File: config.mk
export PLATFORM = sky130hd
export DESIGN_NAME = extint_ctrl
export DESIGN_NICKNAME = d
export VERILOG_FILES = /design/src/rtl/extint_pkg.sv /design/src/rtl/extint_ctl.sv /design/src/rtl/extint_dp.sv /design/src/rtl/extint_ctrl.sv
export SDC_FILE = /design/constraint.sdc
export NUM_CORES = 1
export LEC_CHECK = 0
export BUFFER_PORTS_ARGS = -buffer_cell sky130_fd_sc_hd__buf_2
export CAP_MARGIN = 20
export CELL_PAD_IN_SITES_DETAIL_PLACEMENT = 0
export CELL_PAD_IN_SITES_GLOBAL_PLACEMENT = 2
export CORE_MARGIN = 2
export CORE_UTILIZATION = 45
export CTS_CLUSTER_SIZE = 10
export DETAILED_ROUTE_END_ITERATION = 10
export PLACE_DENSITY_LB_ADDON = 0.1
export SYNTH_ARGS = -nofsm -noshare
export SYNTH_HDL_FRONTEND = slang
export SYNTH_SLANG_ARGS = --single-unit
File: constraint.sdc
create_clock -name clk -period 3.1 [get_ports clk]
set_input_delay 0.31 -clock clk [delete_from_list [all_inputs] [get_ports clk]]
set_output_delay 0.31 -clock clk [all_outputs]
set_load 0.05 [all_outputs]
File: src/rtl/extint_pkg.sv
package extint_pkg;
  localparam int SEL_IDX_W = 4;

  typedef struct packed {
    logic                 wrMask;
    logic                 wrRise;
    logic                 wrFall;
    logic                 clrPend;
    logic                 wrSel;
    logic [SEL_IDX_W-1:0] selIdx;
  } strobe_t;
endpackage

File: src/rtl/extint_ctl.sv
module extint_ctl #(
  parameter int ADDR_W    = 3,
  parameter int CTRL_REGS = 4
) (
  input  logic                  regWr,
  input  logic [ADDR_W-1:0]     regAddr,
  output extint_pkg::strobe_t   stb
);
  localparam int IW = extint_pkg::SEL_IDX_W;

  always_comb begin
    stb         = '0;
    stb.wrMask  = regWr && (regAddr == ADDR_W'(0));
    stb.wrRise  = regWr && (regAddr == ADDR_W'(1));
    stb.wrFall  = regWr && (regAddr == ADDR_W'(2));
    stb.clrPend = regWr && (regAddr == ADDR_W'(3));
    stb.wrSel   = regWr && (regAddr >= ADDR_W'(CTRL_REGS));
    stb.selIdx  = IW'(regAddr - ADDR_W'(CTRL_REGS));
  end
endmodule

File: src/rtl/extint_dp.sv
module extint_dp #(
  parameter int NUM_LINES = 16,
  parameter int NUM_PORTS = 5,
  parameter int SEL_W     = 4,
  parameter int FPR       = 4,
  parameter int DATA_W    = 16
) (
  input  logic                           clk,
  input  logic                           rst_n,
  input  extint_pkg::strobe_t            stb,
  input  logic [DATA_W-1:0]              wdata,
  input  logic [NUM_PORTS*NUM_LINES-1:0] portPins,
  output logic [NUM_LINES-1:0]           maskQ,
  output logic [NUM_LINES-1:0]           riseQ,
  output logic [NUM_LINES-1:0]           fallQ,
  output logic [NUM_LINES-1:0]           pendQ,
  output logic [NUM_LINES*SEL_W-1:0]     selQ,
  output logic [NUM_LINES-1:0]           setEv,
  output logic [NUM_LINES-1:0]           selChg
);
  localparam int NPINS = NUM_PORTS * NUM_LINES;
  localparam int IW    = extint_pkg::SEL_IDX_W;

  logic [NPINS-1:0] syncA, syncB;

  // two-stage synchronizer on every candidate pin, ahead of the muxes
  always_ff @(posedge clk or negedge rst_n) begin
    if (!rst_n) begin
      syncA <= '0;
      syncB <= '0;
    end else begin
      syncA <= portPins;
      syncB <= syncA;
    end
  end

  for (genvar n = 0; n < NUM_LINES; n++) begin : g_line
    localparam int REG = n / FPR;
    localparam int LSB = (n % FPR) * SEL_W;

    logic [SEL_W-1:0] curSel;
    logic [SEL_W-1:0] newSel;
    logic             selHit;
    logic             holdQ;
    logic             prevQ;
    logic             selPin;

    assign newSel = wdata[LSB +: SEL_W];
    assign selHit = stb.wrSel && (stb.selIdx == IW'(REG));

    always_ff @(posedge clk or negedge rst_n) begin
      if (!rst_n) begin
        curSel <= '0;
        holdQ  <= 1'b0;
        prevQ  <= 1'b0;
      end else begin
        if (selHit) curSel <= newSel;
        holdQ <= selHit && (newSel != curSel);
        prevQ <= selPin;
      end
    end

    always_comb begin
      selPin = 1'b0;
      for (int p = 0; p < NUM_PORTS; p++)
        if (curSel == SEL_W'(p)) selPin = syncB[p*NUM_LINES + n];
    end

    // the first cycle on a new source only reloads the edge history
    assign setEv[n]  = !holdQ && ((selPin && !prevQ && riseQ[n]) ||
                                  (!selPin && prevQ && fallQ[n]));
    assign selChg[n] = holdQ;
    assign selQ[n*SEL_W +: SEL_W] = curSel;
  end

  always_ff @(posedge clk or negedge rst_n) begin
    if (!rst_n) begin
      maskQ <= '0;
      riseQ <= '0;
      fallQ <= '0;
      pendQ <= '0;
    end else begin
      if (stb.wrMask) maskQ <= wdata[NUM_LINES-1:0];
      if (stb.wrRise) riseQ <= wdata[NUM_LINES-1:0];
      if (stb.wrFall) fallQ <= wdata[NUM_LINES-1:0];
      pendQ <= (pendQ & ~(stb.clrPend ? wdata[NUM_LINES-1:0] : '0)) | setEv;
    end
  end
endmodule

File: src/rtl/extint_ctrl.sv
module extint_ctrl #(
  parameter  int NUM_LINES = 16,
  parameter  int NUM_PORTS = 5,
  parameter  int SEL_W     = 4,
  localparam int FPR       = 4,
  localparam int CTRL_REGS = 4,
  localparam int SEL_REGS  = (NUM_LINES + FPR - 1) / FPR,
  localparam int ADDR_W    = $clog2(CTRL_REGS + SEL_REGS),
  localparam int SREG_W    = FPR * SEL_W,
  localparam int DATA_W    = (NUM_LINES > SREG_W) ? NUM_LINES : SREG_W
) (
  input  logic                           clk,
  input  logic                           rst_n,
  input  logic [NUM_PORTS*NUM_LINES-1:0] portPins,
  input  logic                           regWr,
  input  logic [ADDR_W-1:0]              regAddr,
  input  logic [DATA_W-1:0]              regWdata,
  output logic [DATA_W-1:0]              regRdata,
  output logic [NUM_LINES-1:0]           irq
);
  localparam int SELBITS = SEL_REGS * SREG_W;

  extint_pkg::strobe_t        stb;
  logic [NUM_LINES-1:0]       maskQ, riseQ, fallQ, pendQ, setEv, selChg;
  logic [NUM_LINES*SEL_W-1:0] selQ;
  logic [SELBITS-1:0]         selPad;

  extint_ctl #(.ADDR_W(ADDR_W), .CTRL_REGS(CTRL_REGS)) u_ctl (
    .regWr(regWr), .regAddr(regAddr), .stb(stb)
  );

  extint_dp #(
    .NUM_LINES(NUM_LINES), .NUM_PORTS(NUM_PORTS), .SEL_W(SEL_W),
    .FPR(FPR), .DATA_W(DATA_W)
  ) u_dp (
    .clk(clk), .rst_n(rst_n), .stb(stb), .wdata(regWdata),
    .portPins(portPins), .maskQ(maskQ), .riseQ(riseQ), .fallQ(fallQ),
    .pendQ(pendQ), .selQ(selQ), .setEv(setEv), .selChg(selChg)
  );

  assign selPad = SELBITS'(selQ);
  assign irq    = pendQ & maskQ;

  always_comb begin
    regRdata = '0;
    case (regAddr)
      ADDR_W'(0): regRdata[NUM_LINES-1:0] = maskQ;
      ADDR_W'(1): regRdata[NUM_LINES-1:0] = riseQ;
      ADDR_W'(2): regRdata[NUM_LINES-1:0] = fallQ;
      ADDR_W'(3): regRdata[NUM_LINES-1:0] = pendQ;
      default: begin
        for (int k = 0; k < SEL_REGS; k++)
          if (regAddr == ADDR_W'(CTRL_REGS + k))
            regRdata[SREG_W-1:0] = selPad[k*SREG_W +: SREG_W];
      end
    endcase
  end
endmodule

# Yosys cells after proc, flatten, opt, wreduce, memory -nomap -nowiden
# Index checks and enable logic that the tools add are counted.
[word_totals]
word_cells = 423
mem_bits_rw = 0
romBits = 0
inputBits = 102
latchBits = 0
reg_bits = 320
mem_count = 0
[op_classes]
bitwise = 4
div_mod_pow = 0
order_cmp = 1
muxes = 86
n_reduce_logical = 187
n_addsub = 1
multipliers = 0
shifts = 0
eq_ne = 90
[op_table]
columns = ["cell", "n"]
rows = [
  ["$eq 4x2->1 const B", 34],
  ["$logic_and 1x1->1", 105],
  ["$mux 1", 80],
  ["$mux 16", 5],
  ["$eq 4x1->1 const B", 17],
  ["$logic_not 4->1", 17],
  ["$eq 4x3->1 const B", 16],
  ["$ne 4x4->1", 16],
  ["$pmux 16 s4", 1],
  ["$logic_not 1->1", 48],
  ["$and 16x16->16", 2],
  ["$logic_or 1x1->1", 16],
  ["$not 16->16", 1],
  ["$or 16x16->16", 1],
  ["$eq 3x3->1 const B", 4],
  ["$eq 3x2->1 const B", 2],
  ["$sub 3x3->4 const B", 1],
  ["$eq 3x1->1 const B", 1],
  ["$ge 3x3->1 const B", 1],
  ["$logic_not 3->1", 1],
]

# Logic depth before layout (Yosys ltp)
# Gate-level depths: netlist of the first run.
[depth]
word_depth = 12
ltp_mapped = 6
depth_no_buf = 4

# By module
# Synthesis of the first run repeated with hierarchy kept, for this count alone.
[unflattened]
hier_cells = 891
hier_area_um2 = 13157.6
[by_module_without_submodules]
columns = ["mod", "instances", "area_each_um2", "seq_area_each_um2", "cells_per_inst"]
rows = [
  ["extint_dp", 1, 11902.7, 8007.7, 809],
  ["extint_ctrl", 1, 1171.1, 0.0, 73],
  ["extint_ctl", 1, 83.8, 0.0, 9],
]

# Least setup slack after synthesis of the first run
# OpenSTA, ideal clock, no wires.
[synth_timing]
path_kind = "input to output"
from = "in regAddr[0]"
to = "out regRdata[10]"
setup_slack_ns = 1.257
path_buffers = 2
path_stages = 4
t_arrival_ns = 1.533
path_cell_list = "buf_6 buf_6 mux4_1 mux2_2"
[synth_via]
elab_chain_cells = 6
[synth_rtl]
columns = ["item", "line_no", "source"]
rows = [
  ["start, declared", "extint_ctrl.sv:16", "input logic [ADDR_W-1:0] regAddr,"],
  ["$eq 3x3->1", "extint_ctrl.sv:53", "if (regAddr == ADDR_W'(CTRL_REGS + k))"],
  ["$mux 16 (4 in a row)", "extint_ctrl.sv:53", ""],
  ["$pmux 16 s4 (*)", "extint_ctrl.sv:46", "case (regAddr)"],
  ["end, declared", "extint_ctrl.sv:18", "output logic [DATA_W-1:0] regRdata,"],
]
# Mark *: on every way between the ends. The rest lies on a longest branch, timed or not.

# Final worst setup path of the first run
[layout_timing]
from = "in regAddr[0]"
to = "out regRdata[14]"
# Same word-level chain as after synthesis.

==> results.toml, run 1 <==
[run_status]
status = "finished clean"

[clock_network]
cts_root_buffer = "clkbuf_16"
numCtsBuffers = 38
cts.sink_count = 320
clockBufferDepth = 3
post_cts_buffers = 0
cts.reportedPaths.clkPinSlew_ns = 0.06
cts_tree = "built"
htree_levels = 2
clk_latency_ns = 0.52

[place]
portBuffers = 133
dp_cells = 1382
place_congestion = 0.7391
placed_area_um2 = 14020
hpwl_um = 18890
place_worst_setup_slack_ns = 0.6114

[worst_setup_path]
crit_path_end_kind = "output pin"
slowest_stage = "mux4_1"
crit_type = "in -> out"
crit_path_max_incr_delay_ns = 0.57
r2r_slack_ns = 1.45
cp_cell_sequence = "buf_2, buf_4, mux4_1, mux2_2, buf_2"
cp_common_cell = "buf_2"
critPathRequiredTime_ns = 2.79
critPathLaunchType = "input port"
worstPathMaxFanout = 16
cp.arrival_ns = 2.14

[hold_path]
hp-class = "in -> reg"

[job]
cap_violations = 0

[synth]
ys_types = 39
synth_seq_area_share = 0.6158
synth-main-ff-cell = "dfrtp_1"
synth.avg_cell_area_um2 = 14.56
synth_edf_count = 0
synth_area_um2 = 13000
async_flop_share = 1.000
yosysWarningCount = 0
syn_inst = 893
synthesis.nets = 995
ys_seq_elements = 320

[routing]
drtIter0Drc = 345
via_per_inst = 5.171
vias = 7814
ant_nets = 0
routed_wirelength_um = 28830
wl_per_cell_um = 19.08
dr.pass1.iters = 4
drc = 0

[power]
vdd_drop_max_mv = 0.4045
power_mw = 11.56
p_leak_nw = 7.034
powerDensity_nw_per_um2 = 727.2

[floorplan]
die-area_um2 = 30270
core_um2 = 28550
fp-row-count = 62
start_util = 0.4555
die_w_um = 174.0
die_y_um = 174.0
io_pins = 134

[grt]
top_usage_layer = "met2"
grtUsageTotal = 0.1972
met1_usage = 0.2680
grt_use_met2 = 0.3279
grt_pass1_vias = 8304
grt.met3_usage = 0.03806
antenna_found_initial = 1
grt_pass1_wl_um = 46510
grt_max_degree = 75
grt_overflow = 0

[cells_and_area]
drive_above_1_share = 0.2981
syn_to_final_growth_pct = 22.24
design_area_um2 = 15900
fin_cells = 1511
nets = 1221
post-route-util = 0.5568
diodes = 0
nFillCells = 2394

[timing]
setup_slack_ns = 0.6456
slew_violations = 0
period_share = 0.7917
layout_min_cycle_time_ns = 2.454
holdWs_ns = 0.1602
finClkSkew_ns = 0.01183
hold_viol = 0
tightest_slew_ns = 0.8835
slew-limit-headroom = 0.4110
fmax_mhz = 407.4
setup_viol = 0
rsz0062_at_grt = "no"
fin_setup_tns_ns = 0
layout make-up:
class | count | area [µm²] | share of cell area
clock buffer | 47 | 1059 | 0.06659
clock inverter | 1 | 5.005 | 0.0003149
inverter | 1 | 3.754 | 0.0002361
multi-input combinational | 521 | 4631 | 0.2913
sequential | 320 | 8008 | 0.5038
tap | 384 | 480.5 | 0.03023
timing repair buffer | 237 | 1709 | 0.1075
per-layer routing:
metal	share of wire	up-vias
li1	-	3646
met4	0.019	2
met3	0.043	40
met1	0.45	3986
met5	0.00024	-
met2	0.49	140
cell usage after synthesis (3+ instances only):
cell type	number	area (µm²)
buf_2	9	45.04
mux4_1	24	630.6
mux2i_1	36	360.4
and2_1	16	100.1
a22oi_1	15	112.6
a211o_1	4	35.03
or4_1	12	90.09
a41oi_1	16	140.1
mux4_2	6	135.1
clkbuf_2	3	15.01
dfrtp_1	320	8008
buf_4	5	37.54
nor4_1	4	25.02
clkbuf_1	19	71.32
o211ai_1	8	60.06
mux2_2	124	1396
buf_6	5	56.30
nor2_1	44	165.2
a21oi_1	16	80.08
nor4b_1	8	70.07
xnor2_1	64	560.5
clkbuf_8	7	96.34
nand2_1	78	292.8
nand3_1	21	105.1
nor3_1	4	20.02
or4bb_1	8	90.09
flip-flops by register name, summed over array words and instances (netlist names):
signal	count
u_dp.g_line.holdQ	16
u_dp.pendQ	16
u_dp.riseQ	16
u_dp.g_line.prevQ	16
u_dp.syncA	80
u_dp.fallQ	16
u_dp.g_line.curSel	64
u_dp.maskQ	16
u_dp.syncB	80
final timing paths:
kind,from,endpoint,cells past startpoint
min in group asynchronous,rst_n,u_dp.syncA[22],2
min reg2reg,u_dp.syncA[64],u_dp.syncB[64],0
max reg2reg,u_dp.g_line[13].curSel[1],u_dp.pendQ[13],3
min,regWdata[10],u_dp.g_line[2].curSel[2],3
max in group asynchronous,rst_n,u_dp.syncA[4],3
max,regAddr[0],regRdata[14],5
critical path, delay by kind of cell:
| family | cells | cell delay, ns |
|---|---|---|
| multiplexers | 2 | 0.85 |
| buffers and inverters | 3 | 0.95 |
power breakdown:
group          switching [mW]  internal [mW]  total, mW  leakage, nW
combinational            1.20           1.10       2.30         2.71
sequential              0.606           4.74       5.35         3.80
clock                    1.55           2.36       3.91        0.522
total                    3.35           8.21       11.6         7.03
layout by cell type (no fill, tap or decap), types with 2 or more instances in the layout:
master and count:
mux2i_1 36, buf_4 19, clkbuf_16 41, mux4_4 2, nor4_1 4, nand3_1 21, and2_1 16, a41oi_1 16
mux2_2 124, nand2_1 78, nor3b_4 2, xnor2_1 64, dlygate4sd3_1 81, or4bb_1 8, buf_12 4, mux4_1 24
clkbuf_1 5, a22oi_1 15, or4_1 12, a211o_1 4, nor3_1 4, nor4b_1 8, dfrtp_1 320, buf_2 132
nand4b_1 2, mux4_2 6, nor2_1 44, a21oi_1 16, o211ai_1 8
cells by family after synthesis:
family	share of synthesized area
compound gates	0.03397
xor+xnor	0.04311
buf+inv	0.02810
flops	0.6158
mux	0.1978
simple gates	0.08121
repair_timing:
| item | 4_1_cts | 5_1_grt |
|---|---|---|
| hold buffers | 81 | 0 |
| gates resized for setup | 0 | 0 |
| endpoints found under the hold margin | 133 | 0 |
(Power assumes the default switching activity.)
==> inputs of run 2 (changes only) <==
- CORE_UTILIZATION: 45 -> 42
- clock period: 3.1 -> 2.3 ns (I/O delays scaled with it)
==> results.toml, run 2 (synthesis gave the netlist of run 1 again) <==
[routing]
routed_wirelength_um = 30320
ant_nets = 0
vias = 7996
via_per_inst = 5.182
wl_per_cell_um = 19.65
drc = 0
dr.pass1.iters = 4
drtIter0Drc = 419

[place]
portBuffers = 133
place_congestion = 0.7527
place_worst_setup_slack_ns = 0.1816
dp_cells = 1406
hpwl_um = 20310

[cells_and_area]
post-route-util = 0.5276
layout.area.seq_um2 = 8020
nFillCells = 2582
multiInputGateArea_um2 = 4631
top_regs = "u_dp.syncA: 80 flops, u_dp.syncB: 80 flops, u_dp.g_line.curSel: 64 flops"
drive_above_1_share = 0.3165
final_common_cell = "dfrtp_1"
final_cell_mix = "dfrtp_1 (310), buf_2 (130), mux2_2 (124), dlygate4sd3_1 (81), nand2_1 (78)"
syn_to_final_growth_pct = 23.79
fin_cells = 1543
nets = 1238
diodes = 0

[worst_setup_path]
crit_path_end_kind = "output pin"
critPathLaunchType = "register"
worstPathMaxFanout = 4
cp.arrival_ns = 2.02
critPathRequiredTime_ns = 2.07
crit_type = "reg -> out"

[floorplan]
die_w_um = 180.0
die_y_um = 180.0
fp-row-count = 64
start_util = 0.4262
core_um2 = 30510
io_pins = 134
die-area_um2 = 32390

[job]
cap_violations = 0

[clock_network]
clockBufferDepth = 3
cts.sink_count = 320
cts.reportedPaths.clkPinSlew_ns = 0.05
cts_tree = "built"
htree_levels = 2
clk_latency_ns = 0.51
cts_root_buffer = "clkbuf_16"
numCtsBuffers = 39

[power]
p_leak_nw = 7.125
vdd_drop_max_mv = 0.6593
powerDensity_nw_per_um2 = 979.1
power_mw = 15.76

[timing]
slew-limit-headroom = 0.5630
slew_violations = 0
fmax_mhz = 445.3
finClkSkew_ns = 0.007958
setup_viol = 0
tightest_slew_ns = 0.6554
setup_slack_ns = 0.05435
layout_min_cycle_time_ns = 2.246
fin_setup_tns_ns = 0
hold_viol = 0
period_share = 0.9764
rsz0062_at_grt = "no"

[grt]
grt_pass1_vias = 8579
antenna_found_initial = 1
grt_pass1_wl_um = 48620
grt_overflow = 0
grt_max_degree = 75
grtUsageTotal = 0.1928

[hold_path]
hp-class = "in -> reg"

[run_status]
status = "finished clean"
run 2: cell types whose count changed in the layout (fill, tap and decap cells not counted), sizes merged:
| cell | delta |
|---|---|
| buf | +16 |
| clkbuf | +3 |
| inv | +1 |
run 2: final cells by class:
type | instances | share of cell area
tap | 396 | 0.03078
timing repair buffer | 253 | 0.1157
clock inverter | 2 | 0.0008550
inverter | 1 | 0.0002332
clock buffer | 50 | 0.06646
multi-input combinational | 521 | 0.2877
sequential | 320 | 0.4983
run 2: worst max-delay path: stages, from the launching register on:
cell and delay [ns]:
dfrtp_1 0.41, mux4_4 0.63, mux2_2 0.31, buf_6 0.16
run 2: power breakdown:
part / internal (mW) / total, mW / leakage, nW / switching [mW]
Clock: 3.21 / 5.32 / 0.530 / 2.11
Combinational: 1.54 / 3.20 / 2.80 / 1.66
Sequential: 6.40 / 7.25 / 3.79 / 0.843
run 2: path summary, 6_finish.rpt:
path                            slack [ns]                       end                       from  cells past startpoint
min in group asynchronous             0.29            u_dp.syncB[42]                      rst_n                      2
max in group asynchronous             1.19            u_dp.syncA[33]                      rst_n                      3
worst min-delay path                  0.08  u_dp.g_line[0].curSel[1]                regWdata[1]                      3
worst max register to register        0.50            u_dp.pendQ[13]  u_dp.g_line[13].curSel[1]                      3
worst max-delay path                  0.05               regRdata[2]              u_dp.pendQ[2]                      3
worst min register to register        0.34            u_dp.syncB[74]             u_dp.syncA[74]                      0
run 2: routing by layer:
layer | vias up | global-route usage | wire length (µm)
met5 | - | 0 | 0
met4 | 0 | 0.04488 | 531
met3 | 45 | 0.03404 | 1384
met2 | 158 | 0.3149 | 14580
met1 | 4120 | 0.2704 | 13820
li1 | 3673 | - | -
run 2: through the flow:
step	cell area, µm²	hold WS, ns
6_report	16100	0.07983
5_1_grt	16100	0.09085
3_5_place_dp	14150	0.2692
2_1_floorplan	13000	-0.06559
4_1_cts	16050	0.06181
3_3_place_gp	14150	0.2647
run 2: repair_timing:
| action | in CTS | in global routing |
|---|---|---|
| hold buffers | 81 | 0 |
| pin swaps | 0 | 0 |
| endpoints found under the setup margin | 2 | 6 |
| resized for setup | 2 | 12 |
| endpoints found under the hold margin | 146 | 0 |
| buffers inserted | 0 | 4 |
